`config.mk`:
```
export PLATFORM = sky130hd
export DESIGN_NAME = ee2w_slave
export DESIGN_NICKNAME = d
export VERILOG_FILES = /design/src/rtl/ee2w_pkg.sv /design/src/rtl/ee2w_line_sync.sv /design/src/rtl/ee2w_bit_frame.sv /design/src/rtl/ee2w_slave.sv
export SDC_FILE = /design/constraint.sdc
export NUM_CORES = 1
export LEC_CHECK = 0
export BUFFER_PORTS_ARGS = -buffer_cell sky130_fd_sc_hd__buf_2
export CORE_MARGIN = 8
export CORE_UTILIZATION = 32
export DETAILED_ROUTE_END_ITERATION = 8
export PLACE_DENSITY = 0.54
export SYNTH_ARGS = -nofsm -noshare
export SYNTH_HDL_FRONTEND = slang
export SYNTH_HIERARCHICAL = 1
export SYNTH_SLANG_ARGS = --single-unit
```
`constraint.sdc`:
```
create_clock -name clk -period 6.2 [get_ports clk]
set_input_delay 1.86 -clock clk [delete_from_list [all_inputs] [get_ports clk]]
set_output_delay 1.86 -clock clk [all_outputs]
set_load 0.01 [all_outputs]
```
`src/rtl/ee2w_pkg.sv`:
```
package ee2w_pkg;

  localparam int unsigned BYTE_W   = 8;
  localparam logic [3:0]  DEV_CODE = 4'b1010;

  typedef enum logic [2:0] {
    ST_IDLE,
    ST_CTRL,
    ST_ADDR_HI,
    ST_ADDR_LO,
    ST_WDATA,
    ST_RDATA
  } state_e;

endpackage

```
`src/rtl/ee2w_line_sync.sv`:
```
module ee2w_line_sync #(
  parameter int unsigned STAGES = 2
) (
  input  logic clk,
  input  logic rst_n,
  input  logic scl_i,
  input  logic sda_i,
  output logic sda_o,
  output logic scl_rise_o,
  output logic scl_fall_o,
  output logic start_o,
  output logic stop_o
);

  logic [STAGES-1:0] scl_pipe_q, sda_pipe_q;
  logic              scl_prev_q, sda_prev_q;
  logic              scl_s, sda_s;

  assign scl_s = scl_pipe_q[STAGES-1];
  assign sda_s = sda_pipe_q[STAGES-1];

  // idle bus is high, so all stages reset to one
  always_ff @(posedge clk or negedge rst_n) begin
    if (!rst_n) begin
      scl_pipe_q <= '1;
      sda_pipe_q <= '1;
      scl_prev_q <= 1'b1;
      sda_prev_q <= 1'b1;
    end else begin
      scl_pipe_q <= {scl_pipe_q[STAGES-2:0], scl_i};
      sda_pipe_q <= {sda_pipe_q[STAGES-2:0], sda_i};
      scl_prev_q <= scl_s;
      sda_prev_q <= sda_s;
    end
  end

  assign sda_o      = sda_s;
  assign scl_rise_o = scl_s & ~scl_prev_q;
  assign scl_fall_o = ~scl_s & scl_prev_q;
  assign start_o    = scl_s & scl_prev_q & sda_prev_q & ~sda_s;
  assign stop_o     = scl_s & scl_prev_q & ~sda_prev_q & sda_s;

endmodule

```
`src/rtl/ee2w_bit_frame.sv`:
```
module ee2w_bit_frame #(
  parameter int unsigned BITS = 8
) (
  input  logic                       clk,
  input  logic                       rst_n,
  input  logic                       start_i,
  input  logic                       stop_i,
  input  logic                       scl_rise_i,
  input  logic                       sda_i,
  output logic [$clog2(BITS+1)-1:0]  bcnt_o,
  output logic [BITS-1:0]            rx_byte_o,
  output logic                       byte_done_o,
  output logic                       ack_rise_o
);

  localparam int unsigned CNT_W = $clog2(BITS + 1);
  localparam logic [CNT_W-1:0] LAST_BIT = CNT_W'(BITS - 1);
  localparam logic [CNT_W-1:0] ACK_SLOT = CNT_W'(BITS);
  localparam logic [CNT_W-1:0] CNT_ONE  = CNT_W'(1);

  logic [CNT_W-1:0] bcnt_q, bcnt_d;
  logic [BITS-2:0]  sh_q, sh_d;

  always_comb begin
    bcnt_d = bcnt_q;
    sh_d   = sh_q;
    if (start_i || stop_i) begin
      bcnt_d = '0;
    end else if (scl_rise_i) begin
      bcnt_d = (bcnt_q == ACK_SLOT) ? '0 : bcnt_q + CNT_ONE;
      if (bcnt_q != ACK_SLOT) sh_d = {sh_q[BITS-3:0], sda_i};
    end
  end

  always_ff @(posedge clk or negedge rst_n) begin
    if (!rst_n) begin
      bcnt_q <= '0;
      sh_q   <= '0;
    end else begin
      bcnt_q <= bcnt_d;
      sh_q   <= sh_d;
    end
  end

  assign bcnt_o      = bcnt_q;
  assign rx_byte_o   = {sh_q, sda_i};
  assign byte_done_o = scl_rise_i && (bcnt_q == LAST_BIT) && !start_i && !stop_i;
  assign ack_rise_o  = scl_rise_i && (bcnt_q == ACK_SLOT) && !start_i && !stop_i;

endmodule

```
`src/rtl/ee2w_slave.sv`:
```
module ee2w_slave #(
  parameter int unsigned ADDR_W      = 14,
  parameter int unsigned PAGE_W      = 6,
  parameter int unsigned CS_W        = 3,
  parameter int unsigned SYNC_STAGES = 2
) (
  input  logic                        clk,
  input  logic                        rst_n,
  input  logic                        scl_i,
  input  logic                        sda_i,
  output logic                        sda_drive_low_o,
  input  logic [CS_W-1:0]             chip_sel_i,
  input  logic                        busy_i,
  output logic                        wr_stb_o,
  output logic [ADDR_W-1:0]           wr_addr_o,
  output logic [ee2w_pkg::BYTE_W-1:0] wr_data_o,
  output logic                        wr_commit_o,
  output logic                        rd_req_o,
  output logic [ADDR_W-1:0]           rd_addr_o,
  input  logic [ee2w_pkg::BYTE_W-1:0] rd_data_i
);

  localparam int unsigned BW    = ee2w_pkg::BYTE_W;
  localparam int unsigned CNT_W = $clog2(BW + 1);
  localparam int unsigned IDX_W = $clog2(BW);
  localparam int unsigned HI_W  = ADDR_W - BW;
  localparam logic [CNT_W-1:0]  ACK_SLOT = CNT_W'(BW);
  localparam logic [IDX_W-1:0]  IDX_TOP  = IDX_W'(BW - 1);
  localparam logic [ADDR_W-1:0] PTR_ONE  = ADDR_W'(1);
  localparam logic [PAGE_W-1:0] PAGE_ONE = PAGE_W'(1);

  // reset: asynchronous assertion, synchronous release
  logic [1:0] rst_pipe_q;
  logic       rst_ni;
  always_ff @(posedge clk or negedge rst_n) begin
    if (!rst_n) rst_pipe_q <= '0;
    else        rst_pipe_q <= {rst_pipe_q[0], 1'b1};
  end
  assign rst_ni = rst_pipe_q[1];

  logic sda_s, scl_rise, scl_fall, bus_start, bus_stop;
  logic [CNT_W-1:0] bcnt;
  logic [BW-1:0]    rx_byte;
  logic             byte_done, ack_rise;

  ee2w_line_sync #(.STAGES(SYNC_STAGES)) u_sync (
    .clk        (clk),
    .rst_n      (rst_ni),
    .scl_i      (scl_i),
    .sda_i      (sda_i),
    .sda_o      (sda_s),
    .scl_rise_o (scl_rise),
    .scl_fall_o (scl_fall),
    .start_o    (bus_start),
    .stop_o     (bus_stop)
  );

  ee2w_bit_frame #(.BITS(BW)) u_frame (
    .clk         (clk),
    .rst_n       (rst_ni),
    .start_i     (bus_start),
    .stop_i      (bus_stop),
    .scl_rise_i  (scl_rise),
    .sda_i       (sda_s),
    .bcnt_o      (bcnt),
    .rx_byte_o   (rx_byte),
    .byte_done_o (byte_done),
    .ack_rise_o  (ack_rise)
  );

  ee2w_pkg::state_e  state_q, state_d;
  logic [ADDR_W-1:0] ptr_q, ptr_d;
  logic              ack_ok_q, ack_ok_d;
  logic              sda_low_q, sda_low_d;
  logic [BW-1:0]     tx_q, tx_d;
  logic              got_data_q, got_data_d;
  logic              rd_req_q, rd_req_d, rd_wait_q;
  logic [ADDR_W-1:0] rd_addr_q, rd_addr_d;
  logic              wr_stb_q, wr_stb_d;
  logic [ADDR_W-1:0] wr_addr_q, wr_addr_d;
  logic [BW-1:0]     wr_data_q, wr_data_d;
  logic              commit_q, commit_d;
  logic              ctrl_match;

  assign ctrl_match = (rx_byte[BW-1 -: 4] == ee2w_pkg::DEV_CODE) &&
                      (rx_byte[CS_W:1] == chip_sel_i);

  always_comb begin
    state_d    = state_q;
    ptr_d      = ptr_q;
    ack_ok_d   = ack_ok_q;
    sda_low_d  = sda_low_q;
    tx_d       = tx_q;
    got_data_d = got_data_q;
    rd_req_d   = 1'b0;
    rd_addr_d  = rd_addr_q;
    wr_stb_d   = 1'b0;
    wr_addr_d  = wr_addr_q;
    wr_data_d  = wr_data_q;
    commit_d   = 1'b0;

    if (rd_wait_q) tx_d = rd_data_i;

    if (bus_start) begin
      state_d    = ee2w_pkg::ST_CTRL;
      ack_ok_d   = 1'b0;
      sda_low_d  = 1'b0;
      got_data_d = 1'b0;
    end else if (bus_stop) begin
      state_d    = ee2w_pkg::ST_IDLE;
      ack_ok_d   = 1'b0;
      sda_low_d  = 1'b0;
      got_data_d = 1'b0;
      commit_d   = (state_q == ee2w_pkg::ST_WDATA) && got_data_q;
    end else begin
      if (byte_done) begin
        ack_ok_d = 1'b0;
        case (state_q)
          ee2w_pkg::ST_CTRL: begin
            if (ctrl_match && !busy_i) begin
              ack_ok_d = 1'b1;
              if (rx_byte[0]) begin
                state_d   = ee2w_pkg::ST_RDATA;
                rd_req_d  = 1'b1;
                rd_addr_d = ptr_q;
                ptr_d     = ptr_q + PTR_ONE;
              end else begin
                state_d = ee2w_pkg::ST_ADDR_HI;
              end
            end else begin
              state_d = ee2w_pkg::ST_IDLE;
            end
          end
          ee2w_pkg::ST_ADDR_HI: begin
            if (busy_i) state_d = ee2w_pkg::ST_IDLE;
            else begin
              ack_ok_d                = 1'b1;
              ptr_d[ADDR_W-1:BW]      = rx_byte[HI_W-1:0];
              state_d                 = ee2w_pkg::ST_ADDR_LO;
            end
          end
          ee2w_pkg::ST_ADDR_LO: begin
            if (busy_i) state_d = ee2w_pkg::ST_IDLE;
            else begin
              ack_ok_d       = 1'b1;
              ptr_d[BW-1:0]  = rx_byte;
              state_d        = ee2w_pkg::ST_WDATA;
            end
          end
          ee2w_pkg::ST_WDATA: begin
            if (busy_i) state_d = ee2w_pkg::ST_IDLE;
            else begin
              ack_ok_d            = 1'b1;
              wr_stb_d            = 1'b1;
              wr_addr_d           = ptr_q;
              wr_data_d           = rx_byte;
              got_data_d          = 1'b1;
              ptr_d[PAGE_W-1:0]   = ptr_q[PAGE_W-1:0] + PAGE_ONE;
            end
          end
          default: ;
        endcase
      end

      // master acknowledge slot of a read byte (slave not driving)
      if (ack_rise && (state_q == ee2w_pkg::ST_RDATA) && !sda_low_q) begin
        if (!sda_s) begin
          rd_req_d  = 1'b1;
          rd_addr_d = ptr_q;
          ptr_d     = ptr_q + PTR_ONE;
        end else begin
          state_d = ee2w_pkg::ST_IDLE;
        end
      end

      if (scl_fall) begin
        if (bcnt == ACK_SLOT)                     sda_low_d = ack_ok_q;
        else if (state_q == ee2w_pkg::ST_RDATA)   sda_low_d = ~tx_q[IDX_TOP - bcnt[IDX_W-1:0]];
        else                                      sda_low_d = 1'b0;
      end
    end
  end

  always_ff @(posedge clk or negedge rst_ni) begin
    if (!rst_ni) begin
      state_q    <= ee2w_pkg::ST_IDLE;
      ptr_q      <= '0;
      ack_ok_q   <= 1'b0;
      sda_low_q  <= 1'b0;
      tx_q       <= '0;
      got_data_q <= 1'b0;
      rd_req_q   <= 1'b0;
      rd_wait_q  <= 1'b0;
      rd_addr_q  <= '0;
      wr_stb_q   <= 1'b0;
      wr_addr_q  <= '0;
      wr_data_q  <= '0;
      commit_q   <= 1'b0;
    end else begin
      state_q    <= state_d;
      ptr_q      <= ptr_d;
      ack_ok_q   <= ack_ok_d;
      sda_low_q  <= sda_low_d;
      tx_q       <= tx_d;
      got_data_q <= got_data_d;
      rd_req_q   <= rd_req_d;
      rd_wait_q  <= rd_req_q;
      rd_addr_q  <= rd_addr_d;
      wr_stb_q   <= wr_stb_d;
      wr_addr_q  <= wr_addr_d;
      wr_data_q  <= wr_data_d;
      commit_q   <= commit_d;
    end
  end

  assign sda_drive_low_o = sda_low_q;
  assign wr_stb_o        = wr_stb_q;
  assign wr_addr_o       = wr_addr_q;
  assign wr_data_o       = wr_data_q;
  assign wr_commit_o     = commit_q;
  assign rd_req_o        = rd_req_q;
  assign rd_addr_o       = rd_addr_q;

endmodule

```
==> Flow_metrics.wiki <==
{| class="wikitable"
! Metric !! Value
|-
| Gp weighted congestion || 0.928
|-
| Overall track demand over capacity in global routing || 0.131
|-
| Count of final max-slew check failures || 0
|-
| Source of the worst register-to-register timing path || u_sync/sda_pipe_q[1]
|-
| Final Core Density || 0.378
|-
| Later-pin clock latency in the skew report || 0.35 ns
|-
| Post-layout min period || 3.46 ns
|-
| Residual overflow from global routing || 0
|-
| Layout cell share with drive strength beyond 1 || 0.258
|-
| Depth of the worst hold-timing path || 0
|-
| Mux contribution to synthesized area || 0.0988
|-
| Cts repair resizes || 0
|-
| Highest clock frequency the design can meet || 289 MHz
|-
| Antenna diode count || 0
|-
| Power density over the cells || 278 mW/mm2
|-
| Cell area after placement || 0.00488 mm2
|-
| Crit path arrival time || 3.69 ns
|-
| Post-synthesis register bit count || 87
|-
| Reg-to-reg endpoint || ptr_q[1]
|-
| Total number of clock tree sinks || 87
|-
| Clk root buf || sky130_fd_sc_hd__clkbuf_16
|-
| Synth Area in XOR/XNOR || 0.00982
|-
| Number of buffers inserted by post-CTS setup repair || 0
|-
| Hold Violations, Final || 0
|-
| Number of failing setup endpoints in the final timing report || 0
|-
| Clock tree from TritonCTS || built
|-
| Initial antenna violation count || 1
|-
| Area share of fa/ha/maj cells after synthesis || 0.00842
|-
| Core outline area || 0.0138 mm2
|-
| Mapped Avg Cell Area || 9.89 um2
|-
| Post-DP HPWL || 7910 um
|-
| Gate count after technology mapping || 451
|-
| Post-synth EDFFs || 0
|-
| IO Count || 56
|-
| Worst path required time || 6.43 ns
|-
| Synthesis warning total || 6
|-
| Post-detailed-routing wire length || 11,400 um
|-
| Number of buffers inserted for hold repair after clock tree synthesis || 0
|-
| Max-cap violation count || 0
|-
| Largest net degree at the start of global routing || 86
|-
| Maximum number of buffers from clock root to sink || 2
|-
| Register-to-register setup slack || 3.00 ns
|-
| Fin nets || 517
|-
| Clock transition at the registers of the reported paths || 0.06 ns
|-
| Unrepaired setup endpoints after global routing || no
|-
| Core Rows || 43
|-
| Rel. slew slack || 0.264
|-
| Reg2reg path depth || 9
|-
| Post-route fraction of the period consumed by the critical path || 0.558
|-
| Number of distinct library cell variants in the gate-level netlist after synthesis || 74
|-
| Chip width || 134 um
|-
| Hold Crit Class || reg -> reg
|-
| Deepest level of the CTS H-tree || 3
|-
| Number of violations reported at the end of detailed-routing iteration 0 || 359
|-
| Leakage power figure || 2.49 nW
|-
| Buffers added on ports || 55
|-
| Antenna-violating nets left || 0
|-
| Largest family of logic cells by synthesized area || simple AND/OR/NAND/NOR gates
|-
| Run status || finished clean
|-
| VDD IR-drop max || 0.000117 V
|-
| Number of clock buffers inserted by TritonCTS || 9
|-
| Post-synthesis compound-gate area fraction || 0.121
|-
| Drt first pass iters || 5
|-
| Drt drc || 0
|-
| CP Capture Point || ptr_q[1]
|-
| Cell area after synthesis || 0.00446 mm2
|-
| Simple-gate area share of the yosys netlist || 0.241
|-
| Overall power of the completed layout || 1.45 mW
|-
| Die extent in y || 134 um
|-
| CP Capture Type || flip-flop
|-
| Worst Hold Slack || 0.354 ns
|-
| Maximum fanout along the worst path || 20
|-
| Routed via count || 3,566
|-
| Sequential fraction of the synthesis area || 0.490
|-
| Launching element type of the critical path || primary input
|-
| Worst clock skew || 0.0105 ns
|-
| Predominant post-synthesis flop cell || sky130_fd_sc_hd__dfrtp_1
|-
| Start point of the critical path || busy_i
|-
| Area Overhead vs Synth || 16.7%
|-
| Post-route cell area || 0.00520 mm2
|-
| Transition time at the pin with the least slew margin || 1.10 ns
|-
| Initial Utilization || 0.324
|-
| First-pass GRT wire length || 18,700 um
|-
| Routed wirelength normalized by instance count || 16.7 um
|-
| Syn Nets || 470
|-
| Ratio of routed vias to standard cells || 5.22
|-
| Setup_tns || 0 ns
|-
| Crit Path Class || in -> reg
|-
| Full die area || 0.0180 mm2
|-
| Via count of the first global-routing pass || 3,524
|-
| Post-synthesis async set-or-reset flop share || 1.00
|}
through the flow:
stage / worst slack, ns / cells
final: 2.74 / 683
after detailed placement: 2.40 / 667
after global placement: 2.48 / 667
after floorplan: 2.84 / 451
after CTS: 2.77 / 683
after global routing: 2.56 / 683
worst max-delay path, cell delays in order:
cell and delay [ns]:
sky130_fd_sc_hd__buf_2 0.32, sky130_fd_sc_hd__nor4b_2 0.10, sky130_fd_sc_hd__and2_1 0.25, sky130_fd_sc_hd__a31oi_4 0.31
sky130_fd_sc_hd__nand2b_4 0.38, sky130_fd_sc_hd__inv_1 0.11, sky130_fd_sc_hd__a221o_1 0.35
state kept, by name, indices dropped and copies added (netlist names), 2 cells and up:
register / flops
u_frame/sh_q: 7
wr_addr_o: 14
rst_pipe_q: 2
state_q: 3
wr_data_o: 8
u_frame/bcnt_o: 4
ptr_q: 14
u_sync/sda_pipe_q: 2
rd_addr_o: 14
tx_q: 8
u_sync/scl_pipe_q: 2
area by class of cell:
type	count	area [um2]
repair buffers	58	298
multi-input cells	335	2140
clock buffers	9	225
well taps	180	225
flip-flops and latches	87	2190
inverters	7	26.3
fillers	1411	8570
clock inverters	7	103
cell usage after synthesis, types with 4 or more instances:
cell type	count	area share
sky130_fd_sc_hd__a21oi_1	11	0.012
sky130_fd_sc_hd__nand2b_1	4	0.0056
sky130_fd_sc_hd__inv_1	7	0.0059
sky130_fd_sc_hd__and2_1	4	0.0056
sky130_fd_sc_hd__a31oi_1	7	0.0098
sky130_fd_sc_hd__dfrtp_1	81	0.45
sky130_fd_sc_hd__xor2_1	4	0.0079
sky130_fd_sc_hd__nor2_1	24	0.020
sky130_fd_sc_hd__mux2_2	24	0.061
sky130_fd_sc_hd__mux2i_1	5	0.011
sky130_fd_sc_hd__and3_1	9	0.013
sky130_fd_sc_hd__nand2_1	99	0.083
sky130_fd_sc_hd__mux2_4	5	0.017
sky130_fd_sc_hd__clkbuf_1	16	0.013
sky130_fd_sc_hd__or2_2	4	0.0056
sky130_fd_sc_hd__dfstp_2	6	0.035
sky130_fd_sc_hd__nand3_1	20	0.022
sky130_fd_sc_hd__nor2b_1	7	0.0098
sky130_fd_sc_hd__nor3b_1	4	0.0067
sky130_fd_sc_hd__o21ai_0	23	0.026
sky130_fd_sc_hd__nor3_1	11	0.012
metal layers:
| metal | vias to the layer above | global-route usage | routed length [um] |
|---|---|---|---|
| met1 | 1745 | 0.178 | 5500 |
| met3 | 18 | 0.0288 | 628 |
| met2 | 107 | 0.192 | 5020 |
| met4 | 2 | 0.0649 | 244 |
| met5 | - | 0 | 8 |
| li1 | 1694 | - | - |
worst min path at each step:
stage                                      end            startpoint
after floorplan                  rst_pipe_q[1]         rst_pipe_q[0]
after global placement           rst_pipe_q[1]         rst_pipe_q[0]
after detailed placement         rst_pipe_q[1]         rst_pipe_q[0]
after CTS                 u_sync/sda_pipe_q[1]  u_sync/sda_pipe_q[0]
after global routing      u_sync/scl_pipe_q[1]  u_sync/scl_pipe_q[0]
final                            rst_pipe_q[1]         rst_pipe_q[0]
cell families (layout without fill, tap and decap cells):
| family | Yosys count | after routing |
|---|---|---|
| simple gates | 213 | 213 |
| flops | 87 | 87 |
| compound gates | 77 | 77 |
| mux | 36 | 36 |
| buf+inv | 29 | 81 |
| xor+xnor | 5 | 5 |
| fa+ha+maj | 3 | 3 |
| other cells | 1 | 1 |
placed cells by master, fill, tap and decap left out, types with 3 or more instances in the layout:
cell                         n
sky130_fd_sc_hd__dfrtp_1    80
sky130_fd_sc_hd__clkbuf_16   9
sky130_fd_sc_hd__a31oi_1     7
sky130_fd_sc_hd__o21ai_0    23
sky130_fd_sc_hd__buf_4       3
sky130_fd_sc_hd__a21oi_1    11
sky130_fd_sc_hd__and2_1      4
sky130_fd_sc_hd__and4_1      3
sky130_fd_sc_hd__nor3_1     11
sky130_fd_sc_hd__nand2_1    99
sky130_fd_sc_hd__and3_1      9
sky130_fd_sc_hd__mux2i_1     5
sky130_fd_sc_hd__mux2_4      5
sky130_fd_sc_hd__nand2b_1    4
sky130_fd_sc_hd__mux2_2     24
sky130_fd_sc_hd__inv_6       3
sky130_fd_sc_hd__nand4_1     3
sky130_fd_sc_hd__xor2_1      4
sky130_fd_sc_hd__nor3b_1     4
sky130_fd_sc_hd__nor2_1     24
sky130_fd_sc_hd__a211oi_1    3
sky130_fd_sc_hd__inv_1       7
sky130_fd_sc_hd__buf_2      55
sky130_fd_sc_hd__nand3_1    20
sky130_fd_sc_hd__o311ai_0    3
sky130_fd_sc_hd__ha_1        3
sky130_fd_sc_hd__or2_2       4
sky130_fd_sc_hd__dfstp_2     6
sky130_fd_sc_hd__nor2b_1     7
report_power, final:
part           internal (mW)  switching [mW]  total (mW)
registers              0.608          0.0961       0.704
clock network          0.358           0.236       0.594
logic                 0.0760          0.0738       0.150
No activity file was read; power rests on OpenSTA's default activity.
